## config.mk

```make
export PLATFORM = sky130hd
export DESIGN_NAME = excEntryTop
export DESIGN_NICKNAME = d
export VERILOG_FILES = /design/src/rtl/excEntryPkg.sv /design/src/rtl/excEntryCtrl.sv /design/src/rtl/excEntryPath.sv /design/src/rtl/excEntryTop.sv
export SDC_FILE = /design/constraint.sdc
export NUM_CORES = 1
export LEC_CHECK = 0
export BUFFER_PORTS_ARGS = -buffer_cell sky130_fd_sc_hd__buf_2
export CORE_MARGIN = 2
export CORE_UTILIZATION = 30
export CTS_CLUSTER_DIAMETER = 40
export DETAILED_ROUTE_END_ITERATION = 7
export PLACE_DENSITY = 0.53
export SLEW_MARGIN = 30
export SYNTH_ARGS = -nofsm -noshare
export SYNTH_HDL_FRONTEND = slang
export SYNTH_SLANG_ARGS = --single-unit
```

## constraint.sdc

```tcl
create_clock -name clk -period 2.46 [get_ports clk]
set_input_delay 0.246 -clock clk [delete_from_list [all_inputs] [get_ports clk]]
set_output_delay 0.246 -clock clk [all_outputs]
set_load 0.02 [all_outputs]
```

## src/rtl/excEntryPkg.sv

```systemverilog
package excEntryPkg;
  localparam int FrameWords = 8;
  localparam int FrameBytes = FrameWords * 4;
  localparam logic [31:0] RetToHandler   = 32'hFFFF_FFF1;
  localparam logic [31:0] RetToThreadMsp = 32'hFFFF_FFF9;
  localparam logic [31:0] RetToThreadPsp = 32'hFFFF_FFFD;
  localparam logic [1:0]  CauseVecErr    = 2'b01;

  typedef struct packed {
    logic latchEntry;
    logic retarget;
    logic issueRead;
    logic captureVec;
    logic startHandler;
  } ctrlStrobes_t;
endpackage

```

## src/rtl/excEntryCtrl.sv

```systemverilog
module excEntryCtrl
  import excEntryPkg::*;
#(
  parameter int IdxW = 4
) (
  input  logic            clk,
  input  logic            rstN,
  input  logic            reqValid,
  input  logic            lateHit,
  input  logic            wrReady,
  input  logic            rdAck,
  input  logic            rdErr,
  output ctrlStrobes_t    strobes,
  output logic            wrValid,
  output logic [IdxW-1:0] wrIdx,
  output logic            rdReq,
  output logic            handlerStart,
  output logic            faultPulse,
  output logic [1:0]      faultCause
);
  typedef enum logic {Idle, Entry} state_t;
  state_t st;

  logic [IdxW-1:0] idx;
  logic rdPend, stale, vecOk;
  logic active, late, stackDone, pushWord, ackSeen, ackGood, abortNow;

  always_comb begin
    active    = (st == Entry);
    late      = active && lateHit;
    stackDone = (idx == IdxW'(FrameWords));
    pushWord  = active && !stackDone && wrReady;
    ackSeen   = rdPend && rdAck;
    ackGood   = ackSeen && !stale && !late;
    abortNow  = ackGood && rdErr;
    strobes.latchEntry   = !active && reqValid;
    strobes.retarget     = late;
    strobes.issueRead    = active && !rdPend && !vecOk && !late;
    strobes.captureVec   = ackGood && !rdErr;
    strobes.startHandler = active && stackDone && vecOk && !late;
  end

  assign wrValid = active && !stackDone;
  assign wrIdx   = idx;
  assign rdReq   = rdPend;

  always_ff @(posedge clk or negedge rstN) begin
    if (!rstN) begin
      st           <= Idle;
      idx          <= '0;
      rdPend       <= 1'b0;
      stale        <= 1'b0;
      vecOk        <= 1'b0;
      handlerStart <= 1'b0;
      faultPulse   <= 1'b0;
      faultCause   <= '0;
    end else begin
      handlerStart <= strobes.startHandler;
      faultPulse   <= abortNow;
      faultCause   <= abortNow ? CauseVecErr : 2'b00;
      if (strobes.latchEntry) begin
        st     <= Entry;
        idx    <= '0;
        rdPend <= 1'b0;
        stale  <= 1'b0;
        vecOk  <= 1'b0;
      end else if (active) begin
        if (pushWord) idx <= idx + 1'b1;
        if (strobes.issueRead) begin
          rdPend <= 1'b1;
        end else if (ackSeen) begin
          rdPend <= 1'b0;
          stale  <= 1'b0;
        end
        if (late) begin
          vecOk <= 1'b0;
          if (rdPend && !rdAck) stale <= 1'b1;
        end else if (strobes.captureVec) begin
          vecOk <= 1'b1;
        end
        if (strobes.startHandler || abortNow) st <= Idle;
      end
    end
  end

  // a fault report never coincides with a handler start
  assert_fault_no_start_R10: assert property (@(posedge clk) disable iff (!rstN)
    faultPulse |-> !handlerStart);

  // a response for a replaced target cannot raise a fault
  assert_stale_no_fault_R11: assert property (@(posedge clk) disable iff (!rstN)
    (rdPend && rdAck && stale) |=> !faultPulse);
endmodule

```

## src/rtl/excEntryPath.sv

```systemverilog
module excEntryPath
  import excEntryPkg::*;
#(
  parameter int NumExc = 32,
  parameter int NumW   = 5,
  parameter int PrioW  = 3,
  parameter int IdxW   = 4
) (
  input  logic              clk,
  input  logic              rstN,
  input  ctrlStrobes_t      strobes,
  input  logic              reqValid,
  input  logic [NumW-1:0]   reqNum,
  input  logic [PrioW-1:0]  reqPrio,
  input  logic [31:0]       spIn,
  input  logic              inHandler,
  input  logic              usePsp,
  input  logic [31:0]       retPc,
  input  logic [6:0][31:0]  saveRegs,
  input  logic [31:0]       vecBase,
  input  logic [IdxW-1:0]   wrIdx,
  input  logic [31:0]       rdData,
  output logic              lateHit,
  output logic [31:0]       wrAddr,
  output logic [31:0]       wrData,
  output logic [31:0]       rdAddr,
  output logic [31:0]       handlerPc,
  output logic [31:0]       lrOut,
  output logic [31:0]       spOut,
  output logic              spIsPsp,
  output logic [NumExc-1:0] pendClr,
  output logic [NumExc-1:0] actSet
);
  localparam int SelW = $clog2(FrameWords);

  logic [FrameWords-1:0][31:0] srcWords, frame;
  logic [NumW-1:0]   curNum;
  logic [PrioW-1:0]  curPrio;
  logic [NumExc-1:0] statusQ;
  logic [31:0]       lrNext;

  for (genvar k = 0; k < FrameWords; k++) begin : g_src
    if (k < 6) begin : g_reg
      assign srcWords[k] = saveRegs[k];
    end else if (k == 6) begin : g_pc
      assign srcWords[k] = retPc;
    end else begin : g_psr
      assign srcWords[k] = saveRegs[6];
    end
  end

  always_comb begin
    if (inHandler)   lrNext = RetToHandler;
    else if (usePsp) lrNext = RetToThreadPsp;
    else             lrNext = RetToThreadMsp;
  end

  assign lateHit = reqValid && (reqPrio < curPrio);
  assign wrAddr  = spOut + {{(30-IdxW){1'b0}}, wrIdx, 2'b00};
  assign wrData  = frame[wrIdx[SelW-1:0]];
  assign pendClr = statusQ;
  assign actSet  = statusQ;

  always_ff @(posedge clk or negedge rstN) begin
    if (!rstN) begin
      frame     <= '0;
      curNum    <= '0;
      curPrio   <= '0;
      spOut     <= '0;
      spIsPsp   <= 1'b0;
      lrOut     <= '0;
      rdAddr    <= '0;
      handlerPc <= '0;
      statusQ   <= '0;
    end else begin
      if (strobes.latchEntry) begin
        frame   <= srcWords;
        curNum  <= reqNum;
        curPrio <= reqPrio;
        spOut   <= spIn - 32'(FrameBytes);
        spIsPsp <= !inHandler && usePsp;
        lrOut   <= lrNext;
      end else if (strobes.retarget) begin
        curNum  <= reqNum;
        curPrio <= reqPrio;
      end
      if (strobes.issueRead) rdAddr <= vecBase + (32'(curNum) << 2);
      if (strobes.captureVec) handlerPc <= {rdData[31:1], 1'b0};
      statusQ <= strobes.startHandler ? (NumExc'(1) << curNum) : '0;
    end
  end

  // at most one exception is cleared and activated at a time
  assert_pend_onehot_R8: assert property (@(posedge clk) disable iff (!rstN)
    $countones(statusQ) <= 1);

  // the return code is always one of the three legal values
  assert_lr_code_R6: assert property (@(posedge clk) disable iff (!rstN)
    $past(strobes.latchEntry) |->
      (lrOut == RetToHandler || lrOut == RetToThreadMsp || lrOut == RetToThreadPsp));
endmodule

```

## src/rtl/excEntryTop.sv

```systemverilog
module excEntryTop
  import excEntryPkg::*;
#(
  parameter int NumExc = 32,
  parameter int PrioW  = 3,
  localparam int NumW  = $clog2(NumExc),
  localparam int IdxW  = $clog2(FrameWords + 1)
) (
  input  logic              clk,
  input  logic              rstN,
  input  logic              reqValid,
  input  logic [NumW-1:0]   reqNum,
  input  logic [PrioW-1:0]  reqPrio,
  input  logic [31:0]       spIn,
  input  logic              inHandler,
  input  logic              usePsp,
  input  logic [31:0]       retPc,
  input  logic [6:0][31:0]  saveRegs,
  input  logic [31:0]       vecBase,
  output logic              wrValid,
  output logic [31:0]       wrAddr,
  output logic [31:0]       wrData,
  input  logic              wrReady,
  output logic              rdReq,
  output logic [31:0]       rdAddr,
  input  logic              rdAck,
  input  logic [31:0]       rdData,
  input  logic              rdErr,
  output logic              handlerStart,
  output logic [31:0]       handlerPc,
  output logic [31:0]       lrOut,
  output logic [31:0]       spOut,
  output logic              spIsPsp,
  output logic [NumExc-1:0] pendClr,
  output logic [NumExc-1:0] actSet,
  output logic              faultPulse,
  output logic [1:0]        faultCause
);
  ctrlStrobes_t    strobes;
  logic            lateHit;
  logic [IdxW-1:0] wrIdx;

  excEntryCtrl #(.IdxW(IdxW)) i_ctrl (
    .clk(clk), .rstN(rstN), .reqValid(reqValid), .lateHit(lateHit),
    .wrReady(wrReady), .rdAck(rdAck), .rdErr(rdErr), .strobes(strobes),
    .wrValid(wrValid), .wrIdx(wrIdx), .rdReq(rdReq),
    .handlerStart(handlerStart), .faultPulse(faultPulse), .faultCause(faultCause)
  );

  excEntryPath #(.NumExc(NumExc), .NumW(NumW), .PrioW(PrioW), .IdxW(IdxW)) i_path (
    .clk(clk), .rstN(rstN), .strobes(strobes), .reqValid(reqValid),
    .reqNum(reqNum), .reqPrio(reqPrio), .spIn(spIn), .inHandler(inHandler),
    .usePsp(usePsp), .retPc(retPc), .saveRegs(saveRegs), .vecBase(vecBase),
    .wrIdx(wrIdx), .rdData(rdData), .lateHit(lateHit), .wrAddr(wrAddr),
    .wrData(wrData), .rdAddr(rdAddr), .handlerPc(handlerPc), .lrOut(lrOut),
    .spOut(spOut), .spIsPsp(spIsPsp), .pendClr(pendClr), .actSet(actSet)
  );

  // Count of frame writes accepted since the last start or fault.
  logic [IdxW-1:0] acceptedWrites;
  always_ff @(posedge clk or negedge rstN) begin
    if (!rstN) acceptedWrites <= '0;
    else if (handlerStart || faultPulse) acceptedWrites <= '0;
    else if (wrValid && wrReady) acceptedWrites <= acceptedWrites + 1'b1;
  end

  // the handler only starts once the whole frame is on the stack
  assert_start_after_stack_R5: assert property (@(posedge clk) disable iff (!rstN)
    handlerStart |-> (acceptedWrites == IdxW'(FrameWords)));

  // the start strobe lasts a single cycle
  assert_start_pulse_R5: assert property (@(posedge clk) disable iff (!rstN)
    handlerStart |=> !handlerStart);

  // a stalled write keeps its request and payload unless entry aborts
  assert_wr_hold_R3: assert property (@(posedge clk) disable iff (!rstN)
    (wrValid && !wrReady) |=> ((wrValid && $stable(wrAddr) && $stable(wrData)) || faultPulse));

  // the vector read is held with a stable address until answered
  assert_rd_hold_R4: assert property (@(posedge clk) disable iff (!rstN)
    (rdReq && !rdAck) |=> (rdReq && $stable(rdAddr)));

  // the handler address given to the core is always even
  assert_pc_even_R7: assert property (@(posedge clk) disable iff (!rstN)
    handlerStart |-> !handlerPc[0]);

  // status pulses appear only with the start strobe
  assert_status_with_start_R8: assert property (@(posedge clk) disable iff (!rstN)
    (pendClr != '0) |-> handlerStart);
endmodule

```

Word level (Yosys, flattened, before mapping). Index checks and enable logic that the tools add are counted.

Add/subtract/negate cells: 4. Multipliers: 0. Divide/modulo/power cells: 0. Order comparisons: 2. Equal/unequal tests: 1. Shifts and indexed selects: 1. Multiplexer cells: 30. Bitwise gates (word level): 0. Reduce and logical (&&, ||, !) cells: 36.

Operator list (number): $bmux W32 S3 (1); $mux W32 (2); $add A32 B6 Y32 (1); $add A32 B7 Y32 (1); $shl A1 B5 Y32 const A (1); $sub A32 B6 Y32 const B (1); $logic_and A1 B1 Y1 (18); $mux W1 (18); $mux W4 (4); $mux W5 (2); $logic_not A1 Y1 (9); $mux W3 (3); $reduce_and A2 Y1 (3); $reduce_bool A2 Y1 (3); $reduce_bool A3 Y1 (2); $add A4 B1 Y4 const B (1); $eq A4 B4 Y1 const B (1); $lt A3 B4 Y1 const B (1); $lt A3 B3 Y1 (1); $logic_or A1 B1 Y1 (1).

Register bits: 436. Bits in latches: 0. Bits in writable memories: 0. Bits in read-only memories: 0. Input port bits: 368. Output and inout port bits: 263. Logic and storage cells: 98. Memories: 0.

Longest topological paths before layout. Gate-level depths: netlist of run 1.

Word-level depth: 10. Mapped depth: 12. Depth with buffers taken out: 9.

By module. A second synthesis of run 1 with hierarchy kept.

Cells, all modules: 1422. Area, all modules: 19160.9 µm².

By module, submodules not included: excEntryPath (times used 1, cells each 1365, area an instance 18580.3 µm², seq. area each 9859.5 µm²); excEntryCtrl (times used 1, cells each 57, area an instance 580.6 µm², seq. area each 250.2 µm²).

Worst setup path after synthesis of run 1. No wires, ideal clock.

Path kind: flip-flop to output port. From: register i_ctrl.idx[1], in the netlist i_ctrl.wrIdx[1]. To: output wrAddr[24]. Arrival time: 2.749 ns. Data required time: 2.214 ns. Path slack: -0.535 ns. Cell stages (with the launch flop): 11. Buffers on the path: 2. Path through: dfrtp_1 buf_1 clkbuf_1 inv_1 fa_1 nor2b_1 o21a_1 o21a_1 and4_1 nand2_1 xnor2_1.

Longest elaborated chain between the ends: 1.

Ends and longest elaborated chain: start, declared (RTL line excEntryCtrl.sv:24) `logic [IdxW-1:0] idx;`; start signal, assigned (RTL line excEntryCtrl.sv:68) `if (pushWord) idx <= idx + 1'b1;`; $add A32 B6 Y32 (RTL line excEntryPath.sv:59) `assign wrAddr = spOut + {{(30-IdxW){1'b0}}, wrIdx, 2'b00};`; end, declared (RTL line excEntryTop.sv:21) `output logic [31:0] wrAddr,`.

Every way passes these cells.

Worst setup path in the final report of run 1.
From: register i_ctrl.idx[0], in the netlist i_ctrl.wrIdx[0]. To: output wrAddr[28].

Same word-level chain as after synthesis.

==> impl_metrics.yaml, run 1 <==
run_status:
  status: "finished with violations"
  failed_checks: "setup timing"
global_routing:
  antenna_found_initial: 12
  grt_pass1_vias: 19072
  global_route_wire_length_before_repair_mm: 108
  grt_usage: 0.209
  total_congestion_overflow: 0
  maximum_number_of_pins_on_one_net_before_global_route_repair: 108
clock_tree:
  clock_tree_buffer_depth: 3
  clkSinkCount: 404
  cts-root-buf: "clkbuf_16"
  clock_tree.htree_level_count: 3
  clk_pin_slew_ns: 0.05
  cts_tree: "built"
  insertion_delay_ns: 0.60
  cts_buffers: 78
critical_path:
  cp.arrival_ns: 2.69
  worst_setup_path_start_kind: "flop"
  crit_path_end_kind: "output port"
  crit_chain: "ha_4 -> inv_2 -> fa_2 -> nor2b_1 -> o21a_1 -> o21a_4 -> and4_4 -> nand2_2 -> xnor2_2 -> buf_4"
  max_stage_delay_ns: 0.42
  crit_required_ns: 2.21
  worstSetupPathType: "reg -> out"
  crit_buf_inv: 2
  worst_path_max_delay_cell: "dfrtp_4"
  timing.critical_path.fanout_max: 4
  cpLargestDelayFamily: "simple AND/OR/NAND/NOR gates"
layout:
  final_core_util: 0.483
  syn2layout_area_growth_pct: 59.4
  cell_area_after_layout_mm2: 0.0304
  finish.net_count: 3321
  final_layout_size_suffix_gt1_frac: 0.354
  finish.cell_count_without_fillers: 3854
placement:
  routabilityCongestion: 0.939
  dp_worst_setup_slack_ns: -0.0336
  place_area_mm2: 0.0231
  dp.cells: 3323
  dp.final_hpwl_mm: 47.6
  placement.io_buffers: 626
power_and_ir_drop:
  power_frac_seq: 0.287
  static_leakage_nw: 15.3
  power_mw: 40.1
  vdd_drop_max_mv: 0.741
  net-switching-power_mw: 15.2
  pwr-share-comb: 0.443
  switching_share: 0.379
  power_density_mw_per_mm2: 1320
  power_frac_clock: 0.270
  p_int_mw: 24.9
hold_path:
  hold_class: "in -> reg"
synthesis:
  yosys_most_used_dff: "dfrtp_1"
  avgSynthCellArea_um2: 9.73
  synth.ff_latch_count: 404
  synthesis.area_mm2: 0.0191
  synthCells: 1960
  synth_edf_count: 0
  post_synth_num_cell_types: 55
  synth_sequential_area_ratio: 0.530
  synth_async_sr_flop_share: 1.00
  synthesis.yosys.warnings: 0
timing:
  fin_worst_skew_ns: 0.0206
  layout_worst_path_cycle_share: 1.19
  timing_worst_slew_pin_value_ns: 0.817
  setup_repair_after_global_routing_missed_its_margin: "yes"
  timing_hold_violations_final: 0
  slew-limit-headroom: 0.455
  report.final.slew_viol_count: 0
  setup_viol_count_final: 61
  timing.final.crit_period_ns: 2.94
  layout_setup_ws_ns: -0.479
  achievable-frequency_mhz: 340
routing:
  dr.first_iter.drc_count: 1026
  first_pass_iters: 7
  routed_wirelength_mm: 70.5
  ant_nets: 0
  drt-wirelength-per-cell_um: 18.3
  drc_errors: 0
  routed-via-count: 17827
  viasPerCell: 4.63
die:
  placement_rows: 92
  io_pins: 631
  floorplan.die_area_mm2: 0.0656
  initial_core_util: 0.303
  die_span_in_y_um: 256
  core_area_mm2: 0.0630
  chipWidth_um: 256
job:
  max_cap_violations: 0
==> cells in the final DEF, fill, tap and decap left out, types with 11 or more instances in the layout <==
cell type | synthesis | layout
buf_12 | 0 | 19
buf_2 | 13 | 575
buf_4 | 68 | 73
buf_6 | 1 | 34
clkbuf_16 | 0 | 86
clkbuf_8 | 0 | 11
clkinv_2 | 0 | 12
dfrtp_1 | 404 | 397
dlygate4sd3_1 | 0 | 351
ha_1 | 14 | 11
inv_1 | 16 | 13
mux2_2 | 73 | 51
mux2_4 | 0 | 22
mux4_2 | 64 | 64
nand2_1 | 881 | 870
nand3_1 | 24 | 23
nand4_1 | 13 | 13
nor2_1 | 45 | 42
nor4_1 | 21 | 21
o21ai_0 | 30 | 30
o21ai_1 | 26 | 26
xnor2_1 | 45 | 34
xor2_1 | 32 | 29
==> registers in the layout, indices dropped and copies added, names as in the netlist <==
| register | cells |
|---|---|
| i_path.frame | 256 |
| i_path.actSet | 32 |
| i_path.rdAddr | 32 |
| i_path.spOut | 32 |
| i_path.handlerPc | 31 |
| i_path.curNum | 5 |
| i_ctrl.wrIdx | 4 |
| i_path.curPrio | 3 |
| i_path.lrOut | 3 |
| i_ctrl.active | 1 |
| i_ctrl.faultCause | 1 |
| i_ctrl.handlerStart | 1 |
| i_ctrl.rdReq | 1 |
| i_ctrl.stale | 1 |
| i_ctrl.vecOk | 1 |
==> power groups by stage <==
| stage | clock [mW] | sequential (mW) | combinational [mW] |
|---|---|---|---|
| after floorplan | 0 | 12.0 | 8.90 |
| after global placement | 0 | 11.4 | 14.8 |
| after detailed placement | 0 | 11.5 | 15.0 |
| after CTS | 11.1 | 11.5 | 16.3 |
| after global routing | 11.4 | 11.8 | 19.3 |
| final | 10.8 | 11.5 | 17.8 |
==> worst min-delay path: stages <==
cell     delay [ns]
buf_2          0.10
xor2_1         0.11
o21ai_1        0.14
==> timing repair <==
action,CTS,global route
endpoints found under the hold margin,413,0
pin swaps,16,11
setup endpoints to repair,61,78
resized for setup,71,119
hold buffers,351,0
gates cloned,3,9
buffers inserted,4,14
==> cell families after synthesis <==
kind of cell	after synthesis	synth area share
AOI/OAI and AO/OA	85	0.0251
other	1	0.000197
DFF	404	0.530
xor gates and xnor gates	77	0.0354
and+or+nand+nor	1050	0.227
buffers and inverters	189	0.0518
adders and majority gates	16	0.0113
muxes	138	0.119
==> worst paths after layout <==
kind	startpoint	to	slack (ns)	cells after the start
min reg2reg	i_path.frame[71]	i_path.frame[71]	0.47	2
max	i_ctrl.wrIdx[0]	wrAddr[28]	-0.48	10
min	vecBase[30]	i_path.rdAddr[30]	0.04	3
max in group asynchronous	rstN	i_path.frame[25]	1.33	3
max reg2reg	i_ctrl.wrIdx[0]	i_path.actSet[31]	0.18	12
min in group asynchronous	rstN	i_path.rdAddr[23]	0.21	2
==> cells in the mapped netlist, drive strengths merged (2+ instances only) <==
cell | n | share of area
a21oi | 10 | 0.0026
nor2b | 5 | 0.0016
buf | 88 | 0.032
nand4 | 15 | 0.0056
nand3b | 2 | 0.00079
fa | 2 | 0.0021
nand2b | 5 | 0.0016
mux2 | 73 | 0.043
and4 | 8 | 0.0037
mux4 | 64 | 0.076
xor2 | 32 | 0.015
clkbuf | 83 | 0.016
o21a | 2 | 0.00079
and2 | 3 | 0.00098
nor3b | 3 | 0.0014
nor4 | 24 | 0.0089
nand3 | 25 | 0.0072
or2 | 4 | 0.0013
nand4b | 3 | 0.0014
nor2 | 45 | 0.0089
or4 | 3 | 0.0014
a31oi | 4 | 0.0013
and3 | 12 | 0.0039
nor3 | 7 | 0.0018
xnor2 | 45 | 0.021
dfrtp | 404 | 0.53
nand2 | 881 | 0.17
o21ai | 56 | 0.015
ha | 14 | 0.0092
or3 | 3 | 0.00098
inv | 18 | 0.0035
a21o | 5 | 0.0020
==> area by class of cell <==
type	instances	area (um2)
flip-flops and latches	404	10100
clock buffers	94	2140
clock inverters	49	566
diodes	8	20.0
repair buffers	1066	8050
inverters	18	70.1
fillers	5758	32600
well taps	846	1060
multi-input cells	1369	8370
==> layer usage <==
metal / wire (um) / global-route usage / part of all wire
met1: 28200 / 0.249 / 0.40
met5: 56 / 0 / 0.00079
met4: 2350 / 0.0892 / 0.033
met2: 34800 / 0.356 / 0.49
met3: 5100 / 0.0558 / 0.072
==> metrics by stage <==
stage               TNS [ns]  hold slack (ns)
floorplan                  0          -0.0496
global placement    -0.00619            0.286
detailed placement   -0.0662            0.291
CTS                   -21.64          0.00397
global route          -23.78           0.0246
finish                -18.61           0.0442
No activity file was read; power rests on OpenSTA's default activity.
==> inputs of run 2 (changes only) <==
--- a/config.mk
+++ b/config.mk
@@ -10,7 +10,7 @@
 export CORE_UTILIZATION = 30
 export CTS_CLUSTER_DIAMETER = 40
 export DETAILED_ROUTE_END_ITERATION = 7
-export PLACE_DENSITY = 0.53
+export PLACE_DENSITY = 0.51
 export SLEW_MARGIN = 30
 export SYNTH_ARGS = -nofsm -noshare
 export SYNTH_HDL_FRONTEND = slang
==> constraint.sdc (replaced) <==
create_clock -name clk -period 3 [get_ports clk]
set_input_delay 0 -clock clk [delete_from_list [all_inputs] [get_ports clk]]
set_output_delay 0 -clock clk [all_outputs]
set_load 0.02 [all_outputs]
==> run 2 against run 1 <==
  * Sequential power is 18% lower
  * Worst setup slack improved by 0.63 ns
  * Critical path type is now reg -> reg
  * Final area fell by 2.6%
  * Sequential cell count is the same
  * Combinational power shrank 30%
  * Power down 24%
  * Die area did not move
  * Critical path depth is 1 lower
  * Critical endpoint is now i_path.rdAddr[25]
  * Via count decreased by 1.4%
  * Register-to-register slack worse by 0.03 ns
  * Global-route usage down 1.1 points
  * The run now ends clean
  * Largest cell class unchanged
  * Sequential share of layout area increased by 0.88 points
==> impl_metrics.yaml, run 2 (same netlist as run 1, synthesis figures left out) <==
run_status:
  status: "completed"
timing:
  report.final.slew_viol_count: 0
  setup_viol_count_final: 0
  timing_worst_slew_pin_value_ns: 0.814
  layout_worst_path_cycle_share: 0.949
  final.setup.tns_ns: 0
  hold-worst-slack_ns: 0.00449
  slew-limit-headroom: 0.454
  layout_setup_ws_ns: 0.152
  timing_hold_violations_final: 0
  timing.final.crit_period_ns: 2.85
  achievable-frequency_mhz: 351
  fin_worst_skew_ns: 0.0200
  setup_repair_after_global_routing_missed_its_margin: "no"
layout:
  final_core_util: 0.470
  registers.top_by_ff_count: "i_path.frame"
  largest_reg_flops: 256
  most-common-layout-cells: "nand2_1, buf_2, dlygate4sd3_1"
  finish.net_count: 3323
  final_layout_size_suffix_gt1_frac: 0.321
  commonest_non_fill_non_tap_cell_in_the_layout: "nand2_1"
  syn2layout_area_growth_pct: 55.3
critical_path:
  worstSetupPathType: "reg -> reg"
  timing.critical_path.fanout_max: 10
  cp.arrival_ns: 3.32
  rr_startpoint: "i_path.curNum[3]"
  crit_required_ns: 3.47
  worst_setup_path_startpoint: "i_path.curNum[3]"
  crit_path_end_kind: "flop"
  worst_setup_path_start_kind: "flop"
power_and_ir_drop:
  vdd_drop_max_mv: 0.575
  power_mw: 30.4
  static_leakage_nw: 14.8
  power_density_mw_per_mm2: 1030
routing:
  viasPerCell: 4.56
  dr.first_iter.drc_count: 1221
  first_pass_iters: 5
  drt-wirelength-per-cell_um: 17.1
  ant_nets: 0
  drc_errors: 0
  routed_wirelength_mm: 65.9
  routed-via-count: 17585
die:
  core_area_mm2: 0.0630
  io_pins: 631
  floorplan.die_area_mm2: 0.0656
  placement_rows: 92
  chipWidth_um: 256
  die_span_in_y_um: 256
  initial_core_util: 0.303
global_routing:
  maximum_number_of_pins_on_one_net_before_global_route_repair: 154
  grt_usage: 0.198
  grt_pass1_vias: 18461
  total_congestion_overflow: 0
  global_route_wire_length_before_repair_mm: 103
  antenna_found_initial: 9
clock_tree:
  clock_tree_buffer_depth: 3
  clkSinkCount: 404
  cts-root-buf: "clkbuf_16"
  cts_buffers: 75
  cts_tree: "built"
  insertion_delay_ns: 0.59
  clock_tree.htree_level_count: 3
  clk_pin_slew_ns: 0.05
placement:
  routabilityCongestion: 0.905
  dp_worst_setup_slack_ns: 0.556
  dp.final_hpwl_mm: 45.2
  placement.io_buffers: 626
job:
  max_cap_violations: 0
hold_path:
  hold_class: "in -> async"
## run 2: metal layers
metal / part of all wire / global-route usage / vias to the layer above
li1: - / - / 8335
met1: 0.40 / 0.237 / 8460
met2: 0.50 / 0.342 / 647
met3: 0.066 / 0.0472 / 143
met4: 0.036 / 0.0804 / 0
met5: 0 / 0 / -
## run 2: path summary, 6_finish.rpt
| kind | to | slack [ns] | depth (start not counted) |
|---|---|---|---|
| min in group clk | i_ctrl.wrIdx[0] | 0.04 | 5 |
| worst max-delay path | i_path.rdAddr[25] | 0.15 | 9 |
| worst min register to register | i_path.rdAddr[1] | 0.46 | 2 |
| worst min-delay path | i_path.lrOut[2] | 0.004 | 2 |
| max in group asynchronous | i_path.frame[42] | 2.02 | 3 |
| worst max register to register | i_path.rdAddr[25] | 0.15 | 9 |
## run 2: what timing repair did
item	CTS	global route
hold buffers	411	0
setup buffers	0	4
pin swaps	0	3
setup endpoints to repair	5	22
hold endpoints to repair	650	0
gates resized for setup	1	17
## run 2: critical path: stages, from the launching register on
cell	delay (ns)
dfrtp_2	0.49
ha_4	0.31
o21ai_0	0.10
o21ai_0	0.16
a21o_1	0.20
nand3_4	0.10
o211ai_1	0.18
dlygate4sd3_1	0.57
nand3_1	0.06
dlygate4sd3_1	0.55
## run 2: per-stage QoR
step | std cells | cell area [um2]
floorplan | 1962 | 19100
detailed placement | 3293 | 22800
global route | 3850 | 29600
finish | 3854 | 29600
global placement | 3293 | 22800
CTS | 3841 | 29500
## run 2: layout make-up
class / count / area [um2]
Timing Repair Buffer: 1071 / 7690
Antenna cell: 9 / 22.5
Sequential cell: 404 / 10100
Clock buffer: 87 / 2030
Multi-Input combinational cell: 1369 / 8070
Tap cell: 846 / 1060
Clock inverter: 50 / 547
Inverter: 18 / 67.6
Fill cell: 5879 / 33400
## run 2: where the power goes
group          internal [mW]  switching (mW)
combinational           5.27            7.16
clock                   5.46            3.07
sequential              7.88            1.53
==> inputs of run 3 (changes only) <==
--- a/config.mk
+++ b/config.mk
@@ -10,7 +10,7 @@
 export CORE_UTILIZATION = 30
 export CTS_CLUSTER_DIAMETER = 40
 export DETAILED_ROUTE_END_ITERATION = 7
-export PLACE_DENSITY = 0.51
+export PLACE_DENSITY_LB_ADDON = 0.15
 export SLEW_MARGIN = 30
 export SYNTH_ARGS = -nofsm -noshare
 export SYNTH_HDL_FRONTEND = slang
==> run 3 against run 2 <==
  * First-iteration DRC count is 18% lower
  * Combinational power hardly changed
  * Register-to-register slack better by 0.05 ns
  * Largest cell class unchanged
  * Via count fell by 0.83%
  * Sequential power shrank 0.4%
  * Count of clock-buffer cells in the layout grew 3
  * Power up 0.86%
  * Clock skew down 0.0055 ns
==> impl_metrics.yaml, run 3 (same netlist as run 1, synthesis figures left out) <==
run_status:
  status: "completed"
critical_path:
  crit_path_end_kind: "output port"
  rr_startpoint: "i_path.curNum[1]"
  worstSetupPathType: "reg -> out"
  regToRegSetupSlack_ns: 0.20
  max_stage_delay_ns: 0.42
  timing.critical_path.depth: 10
  cp.arrival_ns: 2.80
  worst_path_max_delay_cell: "dfrtp_4"
  worst_setup_path_start_kind: "flop"
  ff2ff_path_depth: 9
  r2r-end: "i_path.rdAddr[21]"
  crit_required_ns: 3.00
  crit_buf_inv: 2
  timing.critical_path.fanout_max: 7
  crit_chain: "ha_1 -> inv_1 -> fa_1 -> nor2b_1 -> o21a_1 -> o21a_4 -> and4_2 -> nand2_1 -> xnor2_1 -> buf_2"
  cpLargestDelayFamily: "adder cells"
global_routing:
  grt_util_met3: 0.0518
  grt-busiest-layer: "met2"
  global_route.usage.met2: 0.344
  grt_pass1_vias: 18421
  grt_usage: 0.203
  global_route_wire_length_before_repair_mm: 104
  total_congestion_overflow: 0
  global_route.usage.met1: 0.246
  maximum_number_of_pins_on_one_net_before_global_route_repair: 127
  antenna_found_initial: 15
layout:
  largest_reg_flops: 256
  finish.net_count: 3329
  syn2layout_area_growth_pct: 55.8
  registers.top_by_ff_count: "i_path.frame"
  final_layout_size_suffix_gt1_frac: 0.319
  final_core_util: 0.472
  commonest_non_fill_non_tap_cell_in_the_layout: "nand2_1"
  cell_area_after_layout_mm2: 0.0297
  most-common-layout-cells: "nand2_1, buf_2, dlygate4sd3_1"
hold_path:
  hold_class: "in -> async"
die:
  io_pins: 631
  core_area_mm2: 0.0630
  floorplan.die_area_mm2: 0.0656
  initial_core_util: 0.303
  chipWidth_um: 256
  placement_rows: 92
  die_span_in_y_um: 256
routing:
  routed_wirelength_mm: 67.1
  dr.first_iter.drc_count: 1001
  drc_errors: 0
  ant_nets: 0
  drt-wirelength-per-cell_um: 17.4
  viasPerCell: 4.51
  routed-via-count: 17439
  first_pass_iters: 7
clock_tree:
  clock_tree.htree_level_count: 3
  insertion_delay_ns: 0.61
  cts_buffers: 77
  clk_pin_slew_ns: 0.05
  clock_tree_buffer_depth: 3
  clkSinkCount: 404
  cts-root-buf: "clkbuf_16"
  cts_tree: "built"
timing:
  setup_repair_after_global_routing_missed_its_margin: "no"
  report.final.slew_viol_count: 0
  slew-limit-headroom: 0.447
  timing_worst_slew_pin_value_ns: 0.823
  timing.final.crit_period_ns: 2.80
  setup_viol_count_final: 0
  layout_setup_ws_ns: 0.201
  timing_hold_violations_final: 0
  hold-worst-slack_ns: 0.0358
  achievable-frequency_mhz: 357
  final.setup.tns_ns: 0
  fin_worst_skew_ns: 0.0145
  layout_worst_path_cycle_share: 0.933
job:
  max_cap_violations: 0
placement:
  placement.io_buffers: 626
  dp.final_hpwl_mm: 46.7
  dp_worst_setup_slack_ns: 0.554
  routabilityCongestion: 0.933
  place_area_mm2: 0.0228
power_and_ir_drop:
  power_density_mw_per_mm2: 1030
  vdd_drop_max_mv: 0.710
  static_leakage_nw: 14.8
run 3: worst reg2reg max path: cells and delay by family (launching register included):
kind / cells / cell delay [ns]
XOR/XNOR: 1 / 0.12
adder cells (fa/ha/maj): 1 / 0.31
AO/OA/AOI/OAI: 4 / 0.89
AND/OR/NAND/NOR: 1 / 0.27
flip-flops: 1 / 0.38
buffers and inverters: 2 / 0.76
run 3: metal layers:
| metal | up-vias | part of all wire |
|---|---|---|
| met4 | 6 | 0.037 |
| met2 | 573 | 0.49 |
| li1 | 8346 | - |
| met1 | 8360 | 0.41 |
| met3 | 154 | 0.062 |
| met5 | - | 0.00067 |
run 3: final cells by class:
cell class / instances / area (um2)
well taps: 846 / 1060
inverters: 18 / 67.6
multi-input cells: 1369 / 8010
diodes: 12 / 30.0
clock buffers: 90 / 2070
flip-flops and latches: 404 / 10100
fillers: 5943 / 33300
clock inverters: 54 / 639
repair buffers: 1075 / 7700
run 3: per-stage QoR:
stage | power [mW] | instances
2_1_floorplan | 17.0 | 1962
3_3_place_gp | 21.2 | 3296
3_5_place_dp | 21.4 | 3296
4_1_cts | 31.0 | 3856
5_1_grt | 32.7 | 3868
6_report | 30.6 | 3868
run 3: worst max-delay path by stage:
stage                      from                 to  slack (ns)
6_report        i_ctrl.wrIdx[0]         wrAddr[28]        0.20
5_1_grt         i_ctrl.wrIdx[0]         wrAddr[24]        0.02
4_1_cts         i_ctrl.wrIdx[0]         wrAddr[28]        0.03
3_5_place_dp   i_path.curNum[0]  i_path.rdAddr[18]        0.55
3_3_place_gp   i_path.curNum[0]  i_path.rdAddr[18]        0.65
2_1_floorplan   i_ctrl.wrIdx[1]         wrAddr[24]        0.25
run 3: power breakdown:
part / internal (mW) / switching [mW]
logic: 5.19 / 7.16
clock network: 5.73 / 3.18
registers: 7.88 / 1.50
run 3: timing repair:
item / CTS / global route
endpoints found under the setup margin: 0 / 20
endpoints found under the hold margin: 453 / 0
hold buffers: 416 / 0
resized for setup: 0 / 6
buffers inserted: 0 / 0
